[src/rtl/pg_guard_pkg.sv]
package pg_guard_pkg;
  localparam int CTL_W        = 32;
  localparam int BITS_PER_BLK = 3;
  localparam int OFS_R        = 2;  // stored-only bit, highest in a block's field
  localparam int OFS_D        = 1;  // fetch-block bit
  localparam int OFS_S        = 0;  // supervisor-only bit

  typedef struct packed {
    logic valid;
    logic fetch;
    logic user;
    logic reloc;
  } acc_attr_t;
endpackage

[src/rtl/pg_ctl_reg.sv]
module pg_ctl_reg #(
  parameter int W = 32
) (
  input  logic         clk,
  input  logic         rst,
  input  logic         we,
  input  logic [W-1:0] wdata,
  output logic [W-1:0] q
);
  always_ff @(posedge clk) begin
    if (rst)     q <= '0;
    else if (we) q <= wdata;
  end
endmodule

[src/rtl/pg_blk_decode.sv]
module pg_blk_decode #(
  parameter int BLK_AW  = 13,
  parameter int NUM_BLK = 4,
  localparam int SEL_W  = $clog2(NUM_BLK),
  localparam int ARR_AW = BLK_AW + SEL_W
) (
  input  logic [ARR_AW-1:0] ofs,
  output logic [SEL_W-1:0]  sel
);
  always_comb sel = ofs[ARR_AW-1:BLK_AW];
endmodule

[src/rtl/pg_rule_eval.sv]
module pg_rule_eval
  import pg_guard_pkg::*;
#(
  parameter int NUM_BLK = 4,
  localparam int SEL_W  = $clog2(NUM_BLK)
) (
  input  acc_attr_t          attr,
  input  logic [SEL_W-1:0]   sel,
  input  logic [NUM_BLK-1:0] fetch_blk,
  input  logic [NUM_BLK-1:0] sup_only,
  output logic               fetch_viol,
  output logic               user_viol
);
  logic armed;
  always_comb begin
    armed      = attr.valid && attr.reloc;
    fetch_viol = armed && attr.fetch && fetch_blk[sel];
    user_viol  = armed && attr.user  && sup_only[sel];
  end
endmodule

[src/rtl/pg_bank_guard.sv]
module pg_bank_guard
  import pg_guard_pkg::*;
#(
  parameter int NUM_BLK = 4,
  parameter int BLK_AW  = 13,
  localparam int SEL_W  = $clog2(NUM_BLK),
  localparam int ARR_AW = BLK_AW + SEL_W,
  localparam int FLD_W  = NUM_BLK * BITS_PER_BLK
) (
  input  logic              clk,
  input  logic              rst,
  input  logic              cfg_we,
  input  logic [CTL_W-1:0]  cfg_wdata,
  output logic [CTL_W-1:0]  cfg_rdata,
  input  logic              acc_valid,
  input  logic [ARR_AW-1:0] acc_addr,
  input  logic              acc_fetch,
  input  logic              acc_user,
  input  logic              relocate_en,
  output logic              err_o
);
  logic [CTL_W-1:0]   ctl_q;
  logic [SEL_W-1:0]   blk_sel;
  logic [NUM_BLK-1:0] fetch_blk;
  logic [NUM_BLK-1:0] sup_only;
  logic               fetch_viol;
  logic               user_viol;
  acc_attr_t          attr;

  pg_ctl_reg #(.W(CTL_W)) u_ctl (
    .clk(clk), .rst(rst), .we(cfg_we), .wdata(cfg_wdata), .q(ctl_q)
  );

  assign cfg_rdata = ctl_q;

  // Block 0 owns the top field of the low FLD_W bits; later blocks follow downward.
  for (genvar b = 0; b < NUM_BLK; b++) begin : g_fld
    localparam int BASE = FLD_W - BITS_PER_BLK * (b + 1);
    assign fetch_blk[b] = ctl_q[BASE + OFS_D];
    assign sup_only[b]  = ctl_q[BASE + OFS_S];
  end

  pg_blk_decode #(.BLK_AW(BLK_AW), .NUM_BLK(NUM_BLK)) u_dec (
    .ofs(acc_addr), .sel(blk_sel)
  );

  always_comb begin
    attr.valid = acc_valid;
    attr.fetch = acc_fetch;
    attr.user  = acc_user;
    attr.reloc = relocate_en;
  end

  pg_rule_eval #(.NUM_BLK(NUM_BLK)) u_eval (
    .attr(attr), .sel(blk_sel), .fetch_blk(fetch_blk), .sup_only(sup_only),
    .fetch_viol(fetch_viol), .user_viol(user_viol)
  );

  always_ff @(posedge clk) begin
    if (rst) err_o <= 1'b0;
    else     err_o <= fetch_viol | user_viol;
  end


  cfg_store_chk: assert property (@(posedge clk) disable iff (rst)
    cfg_we |=> cfg_rdata == $past(cfg_wdata));

  fetch_trap_chk: assert property (@(posedge clk) disable iff (rst)
    (acc_valid && relocate_en && acc_fetch && fetch_blk[blk_sel]) |=> err_o);

  user_trap_chk: assert property (@(posedge clk) disable iff (rst)
    (acc_valid && relocate_en && acc_user && sup_only[blk_sel]) |=> err_o);

  no_err_unrelocated_chk: assert property (@(posedge clk) disable iff (rst)
    (!relocate_en) |=> !err_o);

  no_err_idle_chk: assert property (@(posedge clk) disable iff (rst)
    (!acc_valid) |=> !err_o);
endmodule

[config.mk]
export PLATFORM = sky130hd
export DESIGN_NAME = pg_bank_guard
export DESIGN_NICKNAME = d
export VERILOG_FILES = /design/src/rtl/pg_guard_pkg.sv /design/src/rtl/pg_ctl_reg.sv /design/src/rtl/pg_blk_decode.sv /design/src/rtl/pg_rule_eval.sv /design/src/rtl/pg_bank_guard.sv
export SDC_FILE = /design/constraint.sdc
export NUM_CORES = 1
export LEC_CHECK = 0
export BUFFER_PORTS_ARGS = -buffer_cell sky130_fd_sc_hd__buf_2
export CAP_MARGIN = 10
export CORE_MARGIN = 1
export CORE_UTILIZATION = 39
export CTS_CLUSTER_SIZE = 10
export DETAILED_ROUTE_END_ITERATION = 10
export PLACE_DENSITY = 0.81
export SLEW_MARGIN = 5
export SYNTH_ARGS = -nofsm -noshare
export SYNTH_HDL_FRONTEND = slang
export SYNTH_SLANG_ARGS = --single-unit
export TNS_END_PERCENT = 10
[constraint.sdc]
create_clock -name clk -period 1.22 [get_ports clk]
set_input_delay 0.122 -clock clk [delete_from_list [all_inputs] [get_ports clk]]
set_output_delay 0.122 -clock clk [all_outputs]
set_load 0.01 [all_outputs]
; After elaboration in Yosys (flattened, before gate mapping)
; Index checks and enable logic that the tools add are counted.
[op_classes]
n_lt_le_gt_ge = 1
bitwise = 1
mux = 4
n_reduce_logical = 5
[op_table]
columns = cell, count
row1 = 1-bit logical AND, 5
row2 = 1-bit binary-select mux with 2-bit select, 2
row3 = "2-bit by 3-bit less-than comparator with 1-bit output, second input constant", 1
row4 = 1-bit two-way mux, 2
row5 = 1-bit bitwise OR, 1
[word_totals]
register_bits = 33
wordCells = 13

; Depth between registers and ports, before layout
; Gate-level depths: netlist of run 1.
[logic_depth]
depth_word = 4
depth_mapped = 4
mapped_depth_nobuf = 3

; Cells and area by module
; A second synthesis of run 1 with hierarchy kept.
[hier_totals]
hier_cells = 111
area_unflattened_um2 = 1278.7
[by_module_without_submodules]
columns = mod, seq_area_each_um2, cells_each, area_each_um2, n_inst
row1 = pg_ctl_reg, 640.6, 103, 1163.6, 1
row2 = pg_rule_eval, 0.0, 4, 70.1, 1
row3 = pg_bank_guard, 20.0, 2, 30.0, 1
row4 = pg_blk_decode, 0.0, 2, 15.0, 1

; Worst setup path after synthesis of run 1
; OpenSTA, ideal clock, no wires.
[synth_path]
path_type = flip-flop to flip-flop
from = register u_ctl.q[0]
to = register err_o
setup_ns = 0.123
path_stages_with_launch = 4
path_slack_ns = 0.072
required_time_ns = 1.097
t_arrival_ns = 1.025
period_less_slack_ns = 1.148
path_cell_list = dfxtp_1 mux4_2 a22oi_2 nor3_1
[synth_between]
elab_chain_cells = 4
[synth_lines]
columns = item, line
row1 = "start, declared", pg_ctl_reg.sv:8  ; output logic [W-1:0] q
row2 = "start signal, assigned", pg_ctl_reg.sv:12  ; else if (we) q <= wdata;
row3 = 1-bit binary-select mux with 2-bit select, pg_rule_eval.sv:18  ; user_viol = armed && attr.user && sup_only[sel];
row4 = 1-bit two-way mux (not written as such), pg_rule_eval.sv:18
row5 = 1-bit logical AND, pg_rule_eval.sv:18
row6 = 1-bit bitwise OR, pg_bank_guard.sv:61  ; else err_o <= fetch_viol | user_viol;
row7 = "end signal, assigned", pg_bank_guard.sv:61
row8 = "end, declared", pg_bank_guard.sv:20  ; output logic err_o
; No other way between the ends. The select of a mux whose other input is x is not followed.
; A chain may end at the register's enable or synchronous reset.

; Final worst setup path of run 1
; Same ends and word-level chain as after synthesis.

==> summary.txt, run 1 <==
Status: finished, violations left
Failing checks: DRC
CP Launch Type: flip-flop
CP Cell Sequence: mux4_2, a22oi_2, nor3_1
Post-Place Cell Area: 0.001615 sq mm
Number of synthesized register bits: 33
Yosys warnings: 0
Net Count, Synth: 164
Filler cells: 251
# setup viols final: 0
Net Sw Frac: 24.53%
Internal: 0.001583 W
Clk sinks: 33
P_leak: 0.9179 nW
Full die area: 0.003339 sq mm
Site Rows: 19
First-pass detailed-route iteration total: 7
Initial antenna violation count: 0
Achievable frequency: 862.0 MHz
Async set-reset flop share out of synthesis: 0%
Max-cap violation count: 0
CP max FO: 3
Post-DP HPWL: 1999 microns
Pwr Density: 1256 mW/mm^2
Bufs and invs on worst path: 0
Placer congestion estimate: 0.6378
Post-route insts no fill: 215
Final Max Slew Viols: 0
CTS tree: yes
Max stage delay on crit path: 0.47 ns
Largest net degree at the start of global routing: 34
Postcts setup bufs: 0
PortBufs: 73
Initial DRC count: 30
Layout net count: 238
Antenna-violating nets left: 0
HP Class: in2reg
Worst EP required: 1.44 ns
Core area: 0.002853 sq mm
Die width: 57.79 microns
Area grow syn2layout: 37.63%
CTS root buffer: clkbuf_4
Switch Pwr: 0.0005145 W
Multi-input gate area: 510.5 sq um
Final WS setup: 0.05994 ns
# diodes: 0
Die Ht: 57.79 microns
Hold slack: 0.02629 ns
Clock Skews: 0.003660 ns
GRT Util Overall: 16.61%
Synth Cell Area: 0.001214 sq mm
Critical path class: reg2reg
Kind of cell adding the most delay to the critical path: multiplexers
Vias in the first global route: 994
Synth cell types: 11
Clock slew at reported path FFs: 0.09 ns
Via count: 1,044
Via density per instance: 4.856
Critical Path Sink Type: flip-flop
Design Area, Final: 0.001670 sq mm
Seq/Total Area, Yosys: 54.43%
Area leader, netlist: dfxtp_1
Crit path time final: 1.160 ns
Drt wl/cell: 12.40 microns
Sequential Area: 660.6 sq um
Setup_tns: 0 ns
Remaining DRCs: 7
Post-synthesis cell count: 110
CTS buffer count: 5
RSZ-0062 raised after global routing: false
CTS max path bufs: 2
CP max-delay cell: mux4_2
Worst rel slew slack: 85.02%
Ranking of synthesized cells by area: dfxtp_1, mux2i_1, nor2_1
Cts repair resizes: 0
Cts hold-fix bufs: 0
Maximum vdd drop: 0.0007869 V
Initial Util: 42.54%
Power share of the clock group: 28.6%
Fraction of layout instances using a drive strength above 1: 45.11%
Worst Max-Slew Pin Slew: 0.2248 ns
Combinational power share: 15.6%
First-pass GRT wire length: 4098 microns
Most common cell in the netlist: dfxtp_1
Ys flop type: dfxtp_1
Clock latency on the worst-skew pair: 0.32 ns
Reg power frac: 55.8%
Arrival time worst endpoint: 1.38 ns
Mean Syn Cell Area: 11.03 sq um
Total global routing overflow: 0
Tcrit/Tclk final: 95.09%
Boundary Pins: 87
Final hold viol count: 0
Post-synth EDFFs: 0
Top cells by count, synth: dfxtp_1, mux2i_1, nor2_1
Placed insts: 208
Place WS: 0.07808 ns
H-tree depth: 2
Final WL: 2667 microns
Post-synth top area share: 54.43%
## layout by cell type (no fill, tap or decap)
cell type  instances
nand2_1            1
clkbuf_1           1
dfxtp_1           33
clkbuf_4           5
buf_2             73
nor2_1            32
clkbuf_8           1
mux2i_1           32
a22oi_2            1
mux4_1             1
buf_12             2
mux4_2             1
nor3_1             1
## flip-flops by register name, indices dropped and copies added (netlist names)
| register | cells |
|---|---|
| err_o | 1 |
| u_ctl.q | 32 |
## metrics by stage
stage,util (%),power [W]
detailed placement,56.62,0.001527
CTS,58.55,0.002118
global route,58.55,0.002209
finish,58.55,0.002098
floorplan,-,0.001371
global placement,56.62,0.001512
## logic make-up (layout without fill, tap and decap cells)
group	count (synthesis)	in the layout	share of synthesized area, %
flip-flops	33	33	54.43
multiplexers	34	34	30.41
AO/OA/AOI/OAI	1	1	1.031
buffers and inverters	8	82	3.504
AND/OR/NAND/NOR	34	34	10.62
## layout make-up
class	count	share of cell area, %
flip-flops and latches	33	39.55
clock buffers	7	3.296
multi-input cells	69	30.56
repair buffers	75	24.27
well taps	31	2.322
## power groups by stage
stage / clock network (W) / logic, W / registers, W
floorplan: 0 / 0.000145 / 0.00123
global placement: 0 / 0.000320 / 0.00119
detailed placement: 0 / 0.000331 / 0.00120
CTS: 0.000615 / 0.000332 / 0.00117
global route: 0.000674 / 0.000356 / 0.00118
finish: 0.000600 / 0.000327 / 0.00117
## path summary, 6_finish.rpt
| kind | cells past startpoint | endpoint | startpoint | slack (ns) |
|---|---|---|---|---|
| setup / recovery | 3 | err_o$_SDFF_PP0_ | u_ctl.q[0]$_SDFFE_PP0P_ | 0.06 |
| hold / removal | 3 | u_ctl.q[0]$_SDFFE_PP0P_ | cfg_wdata[0] | 0.03 |
| setup reg to reg | 3 | err_o$_SDFF_PP0_ | u_ctl.q[0]$_SDFFE_PP0P_ | 0.06 |
| hold reg to reg | 2 | u_ctl.q[27]$_SDFFE_PP0P_ | u_ctl.q[27]$_SDFFE_PP0P_ | 0.49 |
## layer usage
metal / global-route usage [%] / share of wire [%] / up-vias
met4: 7.143 / 1.8 / 0
met1: 16.86 / 38 / 474
met5: 0 / 0 / -
met3: 7.366 / 9.7 / 6
met2: 29.57 / 50 / 47
li1: - / - / 517
## worst reg2reg max path: stages (launching register included)
cell and delay [ns]:
dfxtp_1 0.33, mux4_2 0.47, a22oi_2 0.19, nor3_1 0.07
No activity file was read; power rests on OpenSTA's default activity.
==> run 2, diff against run 1 <==
--- a/config.mk
+++ b/config.mk
@@ -7,6 +7,7 @@
 export LEC_CHECK = 0
 export BUFFER_PORTS_ARGS = -buffer_cell sky130_fd_sc_hd__buf_2
 export CAP_MARGIN = 10
+export CORE_ASPECT_RATIO = 1.4
 export CORE_MARGIN = 1
 export CORE_UTILIZATION = 39
 export CTS_CLUSTER_SIZE = 10
==> summary.txt, run 2 (synthesized netlist as in run 1, its figures left out) <==
Post-route insts no fill: 223 (+3.7%)
HP Class: in2reg
Cts hold-fix bufs: 0 (unchanged)
PortBufs: 73 (unchanged)
Fraction of layout instances using a drive strength above 1: 45.70% (+0.59 points)
Setup_tns: 0 ns (unchanged)
CTS buffer count: 5 (unchanged)
Largest net degree at the start of global routing: 19 (-44%)
Total global routing overflow: 0 (unchanged)
Power share of the clock group: 34.5% (+5.9 points)
CP max-delay cell: mux4_2
Combinational power share: 14.2% (-1.4 points)
Initial antenna violation count: 0 (unchanged)
Antenna-violating nets left: 0 (unchanged)
Hold slack: 0.07751 ns (+0.05122 ns)
Area grow syn2layout: 41.03%
RSZ-0062 raised after global routing: false
Net Sw Frac: 23.06% (-1.5 points)
First-pass detailed-route iteration total: 4 (-3)
Bufs and invs on worst path: 0 (unchanged)
# diodes: 0 (unchanged)
Max stage delay on crit path: 0.48 ns (about the same)
Filler cells: 283 (+13%)
Postcts setup bufs: 0 (unchanged)
Final WS setup: 0.05147 ns (-0.008467 ns)
CP Launch Type: flip-flop
Cts repair resizes: 0 (unchanged)
Full die area: 0.003342 sq mm (about the same)
Initial Util: 41.76% (-0.79 points)
Clk sinks: 33 (unchanged)
Commonest cells after routing, fill and taps aside: buf_2, dfxtp_1, mux2i_1, nor2_1, clkbuf_8
Critical Path Sink Type: flip-flop
CTS root buffer: clkbuf_8
CP max FO: 3 (unchanged)
Internal: 0.001759 W (+11%)
Biggest registers after layout: u_ctl.q x32, err_o x1
Arrival time worst endpoint: 1.32 ns (-0.06 ns)
Reg power frac: 51.3% (-4.5 points)
Via count: 1,045 (+0.096%)
Crit path time final: 1.169 ns (+0.008467 ns)
Max-cap violation count: 0 (unchanged)
Vias in the first global route: 911 (-8.4%)
Initial DRC count: 16 (-47%)
H-tree depth: 2 (unchanged)
# setup viols final: 0 (unchanged)
Max FFs per register: 32 (unchanged)
Site Rows: 23 (+4)
Clock Skews: 0.002900 ns (-0.0007594 ns)
Most common cell after layout, fill and taps aside: buf_2
P_leak: 0.9358 nW (+2.0%)
CP Cell Sequence: mux4_2, a22oi_2, nor3_1
Via density per instance: 4.686 (-3.5%)
Place WS: 0.05951 ns (-0.01857 ns)
Clock latency on the worst-skew pair: 0.28 ns (-0.04 ns)
Clock slew at reported path FFs: 0.06 ns (-0.03 ns)
Sequential Area: 660.6 sq um (unchanged)
Status: finished, final reports clean
Post-DP HPWL: 2084 microns (+4.2%)
Boundary Pins: 87 (unchanged)
GRT Util Overall: 16.91% (+0.29 points)
Die Ht: 68.01 microns (+18%)
CTS max path bufs: 2 (unchanged)
CTS tree: yes
Critical path class: reg2reg
Worst Max-Slew Pin Slew: 0.2800 ns (+0.05525 ns)
Maximum vdd drop: 0.0009645 V (+23%)
Layout net count: 240 (+0.84%)
Switch Pwr: 0.0005271 W (+2.5%)
Core area: 0.002907 sq mm (+1.9%)
Final WL: 2691 microns (+0.90%)
Placed insts: 216 (+3.8%)
Multi-input gate area: 510.5 sq um (unchanged)
Remaining DRCs: 0 (-7)
Final hold viol count: 0 (unchanged)
Die width: 49.15 microns (-15%)
Achievable frequency: 855.8 MHz (-0.72%)
Final core utilization: 58.89% (+0.34 points)
Worst rel slew slack: 81.33% (-3.7 points)
Kind of cell adding the most delay to the critical path: multiplexers
Drt wl/cell: 12.07 microns (-2.7%)
Biggest register: u_ctl.q
Tcrit/Tclk final: 95.78% (+0.69 points)
Worst EP required: 1.37 ns (-0.07 ns)
First-pass GRT wire length: 4064 microns (-0.83%)
Placer congestion estimate: 0.6576 (+3.1%)
Final Max Slew Viols: 0 (unchanged)
Pwr Density: 1336 mW/mm^2 (+6.4%)
==> run 2: cell count changes in the layout (fill, tap and decap cells not counted), sizes merged <==
cell,delta
buf,+2
==> run 2: final timing paths <==
kind | startpoint | endpoint | slack, ns | cells after the start
min | cfg_wdata[3] | u_ctl.q[3]$_SDFFE_PP0P_ | 0.08 | 3
max reg2reg | u_ctl.q[0]$_SDFFE_PP0P_ | err_o$_SDFF_PP0_ | 0.05 | 3
min reg2reg | u_ctl.q[8]$_SDFFE_PP0P_ | u_ctl.q[8]$_SDFFE_PP0P_ | 0.49 | 2
max | u_ctl.q[0]$_SDFFE_PP0P_ | err_o$_SDFF_PP0_ | 0.05 | 3
==> run 2: final cells by class <==
type	count	share of cell area (%)
flip-flops and latches	33	38.60
multi-input cells	69	29.82
repair buffers	77	23.83
clock buffers	7	5.044
well taps	37	2.705
==> run 2: power by group through the flow <==
stage | clock network [W] | registers (W) | logic (W)
detailed placement | 0 | 0.00120 | 0.000328
global placement | 0 | 0.00119 | 0.000321
CTS | 0.000822 | 0.00117 | 0.000329
finish | 0.000788 | 0.00117 | 0.000324
floorplan | 0 | 0.00123 | 0.000145
global route | 0.000878 | 0.00118 | 0.000356
==> run 2: stage by stage <==
stage | power, W | instance area [sq um]
3_3_place_gp | 0.001514 | 1625
4_1_cts | 0.002325 | 1712
5_1_grt | 0.002415 | 1712
6_report | 0.002286 | 1712
2_1_floorplan | 0.001371 | 1214
3_5_place_dp | 0.001525 | 1625
==> run 2: per-layer routing <==
| layer | GRT usage (%) | share of wire, % | up-vias |
|---|---|---|---|
| met5 | 0 | 0 | - |
| met4 | 9.926 | 1.9 | 0 |
| met3 | 7.556 | 9.4 | 5 |
| met2 | 28.25 | 49 | 53 |
| met1 | 17.58 | 39 | 469 |
| li1 | - | - | 518 |
==> run 2: worst reg2reg max path: stages, from the launching register on <==
cell and delay [ns]:
dfxtp_1 0.32, mux4_2 0.48, a22oi_2 0.19, nor3_1 0.05
==> run 3, diff against run 2 <==
--- a/config.mk
+++ b/config.mk
@@ -9,10 +9,11 @@
 export CAP_MARGIN = 10
 export CORE_ASPECT_RATIO = 1.4
 export CORE_MARGIN = 1
-export CORE_UTILIZATION = 39
+export CORE_UTILIZATION = 41
+export CTS_BUF_LIST = sky130_fd_sc_hd__clkbuf_8
 export CTS_CLUSTER_SIZE = 10
 export DETAILED_ROUTE_END_ITERATION = 10
-export PLACE_DENSITY = 0.81
+export PLACE_DENSITY = 0.85
 export SLEW_MARGIN = 5
 export SYNTH_ARGS = -nofsm -noshare
 export SYNTH_HDL_FRONTEND = slang
==> summary.txt, run 3 (synthesized netlist as in run 1, its figures left out) <==
First-pass detailed-route iteration total: 2 (-2)
Remaining DRCs: 0 (unchanged)
CP Cell Sequence: mux4_2, a22oi_2, nor3_1
Sequential Area: 660.6 sq um (unchanged)
Arrival time worst endpoint: 1.32 ns (about the same)
Filler cells: 256 (-9.5%)
Full die area: 0.003185 sq mm (-4.7%)
Multi-input gate area: 506.7 sq um (-0.74%)
Critical Path Sink Type: flip-flop
Post-DP HPWL: 1884 microns (-9.6%)
Worst EP required: 1.38 ns (about the same)
Critical path class: reg2reg
Antenna-violating nets left: 0 (unchanged)
# setup viols final: 0 (unchanged)
Cts hold-fix bufs: 0 (unchanged)
Achievable frequency: 861.5 MHz (+0.67%)
CTS tree: yes
RSZ-0062 raised after global routing: false
Clock latency on the worst-skew pair: 0.28 ns (about the same)
CTS max path bufs: 2 (unchanged)
CP Launch Type: flip-flop
Clock slew at reported path FFs: 0.06 ns (about the same)
Boundary Pins: 87 (unchanged)
Commonest cells after routing, fill and taps aside: buf_2, dfxtp_1, mux2i_1, nor2_1, clkbuf_8
Initial DRC count: 16 (unchanged)
Post-route insts no fill: 222 (-0.45%)
Area grow syn2layout: 42.16%
Status: finished, final reports clean
Setup_tns: 0 ns (unchanged)
GRT Util Overall: 16.15% (-0.75 points)
Pwr Density: 1329 mW/mm^2 (-0.46%)
Biggest register: u_ctl.q
Max FFs per register: 32 (unchanged)
Core area: 0.002849 sq mm (-2.0%)
Total global routing overflow: 0 (unchanged)
Final Max Slew Viols: 0 (unchanged)
Switch Pwr: 0.0005368 W (+1.8%)
Initial antenna violation count: 0 (unchanged)
Final WS setup: 0.05923 ns (+0.007762 ns)
Clk sinks: 33 (unchanged)
Via count: 1,036 (-0.86%)
Most common cell after layout, fill and taps aside: buf_2
Place WS: 0.05757 ns (-0.001934 ns)
P_leak: 0.9380 nW (+0.23%)
Combinational power share: 14.4% (+0.2 points)
CTS buffer count: 5 (unchanged)
Die Ht: 66.38 microns (-2.4%)
Layout net count: 239 (-0.42%)
CP max FO: 3 (unchanged)
Max-cap violation count: 0 (unchanged)
Tcrit/Tclk final: 95.14% (-0.64 points)
Clock Skews: 0.002836 ns (-0.00006383 ns)
Biggest registers after layout: u_ctl.q x32, err_o x1
Initial Util: 42.60% (+0.84 points)
Final WL: 2518 microns (-6.4%)
Final hold viol count: 0 (unchanged)
Placer congestion estimate: 0.7007 (+6.6%)
HP Class: in2reg
Fraction of layout instances using a drive strength above 1: 45.95% (+0.25 points)
Internal: 0.001757 W (-0.11%)
CTS root buffer: clkbuf_8
CP max-delay cell: mux4_2
Worst Max-Slew Pin Slew: 0.2627 ns (-0.01732 ns)
Max stage delay on crit path: 0.48 ns (about the same)
Worst rel slew slack: 82.49% (+1.2 points)
Maximum vdd drop: 0.0007350 V (-24%)
Site Rows: 23 (unchanged)
Net Sw Frac: 23.40% (+0.34 points)
Drt wl/cell: 11.34 microns (-6.0%)
Reg power frac: 51.1% (-0.2 points)
First-pass GRT wire length: 3463 microns (-15%)
Vias in the first global route: 825 (-9.4%)
Crit path time final: 1.161 ns (-0.007762 ns)
Power share of the clock group: 34.5% (about the same)
PortBufs: 73 (unchanged)
Die width: 47.98 microns (-2.4%)
Placed insts: 215 (-0.46%)
Largest net degree at the start of global routing: 25 (+6)
# diodes: 0 (unchanged)
Via density per instance: 4.667 (-0.41%)
H-tree depth: 2 (unchanged)
## run 3: cell types whose count changed in the layout (fill, tap and decap cells not counted)
cell and change:
mux4_1 -1, clkbuf_1 -1, inv_1 +1, buf_12 +2, buf_4 -3, mux4_2 +1
## run 3: worst paths after layout
check	slack, ns	end	start	cells past startpoint
worst max register to register	0.06	err_o$_SDFF_PP0_	u_ctl.q[0]$_SDFFE_PP0P_	3
worst max-delay path	0.06	err_o$_SDFF_PP0_	u_ctl.q[0]$_SDFFE_PP0P_	3
worst min-delay path	0.07	u_ctl.q[30]$_SDFFE_PP0P_	cfg_wdata[30]	3
worst min register to register	0.49	u_ctl.q[15]$_SDFFE_PP0P_	u_ctl.q[15]$_SDFFE_PP0P_	2
## run 3: area by class of cell
type	count	area share, %
Sequential cell	33	38.29
Multi-Input combinational cell	69	29.37
Timing Repair Buffer	76	24.66
Clock buffer	6	4.786
Tap cell	37	2.683
Clock inverter	1	0.2175
## run 3: stage by stage
stage | hold slack, ns | power [W] | util (%) | instance area, sq um
detailed placement | 0.3633 | 0.001529 | 57.66 | 1643
floorplan | 0.2462 | 0.001371 | - | 1214
global placement | 0.3538 | 0.001521 | 57.66 | 1643
global route | 0.07391 | 0.002418 | 60.56 | 1725
CTS | 0.06684 | 0.002323 | 60.69 | 1729
finish | 0.07283 | 0.002294 | 60.56 | 1725
## run 3: what timing repair did
| action | in CTS | in global routing |
|---|---|---|
| setup endpoints to repair | 0 | 1 |
| gates resized for setup | 0 | 1 |
| setup buffers | 0 | 0 |
| endpoints found under the hold margin | 0 | 0 |
## run 3: routing by layer
metal	global-route usage (%)	up-vias	wire length, microns
met5	0	-	0
met4	13.54	0	72
met3	4.918	6	252
met2	24.16	55	1151
met1	17.60	462	1042
li1	-	513	-
## run 3: worst max-delay path, delay by kind of cell, from the launching register on
family	cells	cell delay, ns
compound gates	1	0.19
flops	1	0.32
simple gates	1	0.05
mux	1	0.48
## run 3: power by group through the flow
stage          Sequential (W)  Clock (W)  Combinational, W
6_report              0.00117   0.000791          0.000330
5_1_grt               0.00118   0.000869          0.000367
4_1_cts               0.00117   0.000816          0.000335
3_5_place_dp          0.00120          0          0.000334
3_3_place_gp          0.00119          0          0.000328
2_1_floorplan         0.00123          0          0.000145
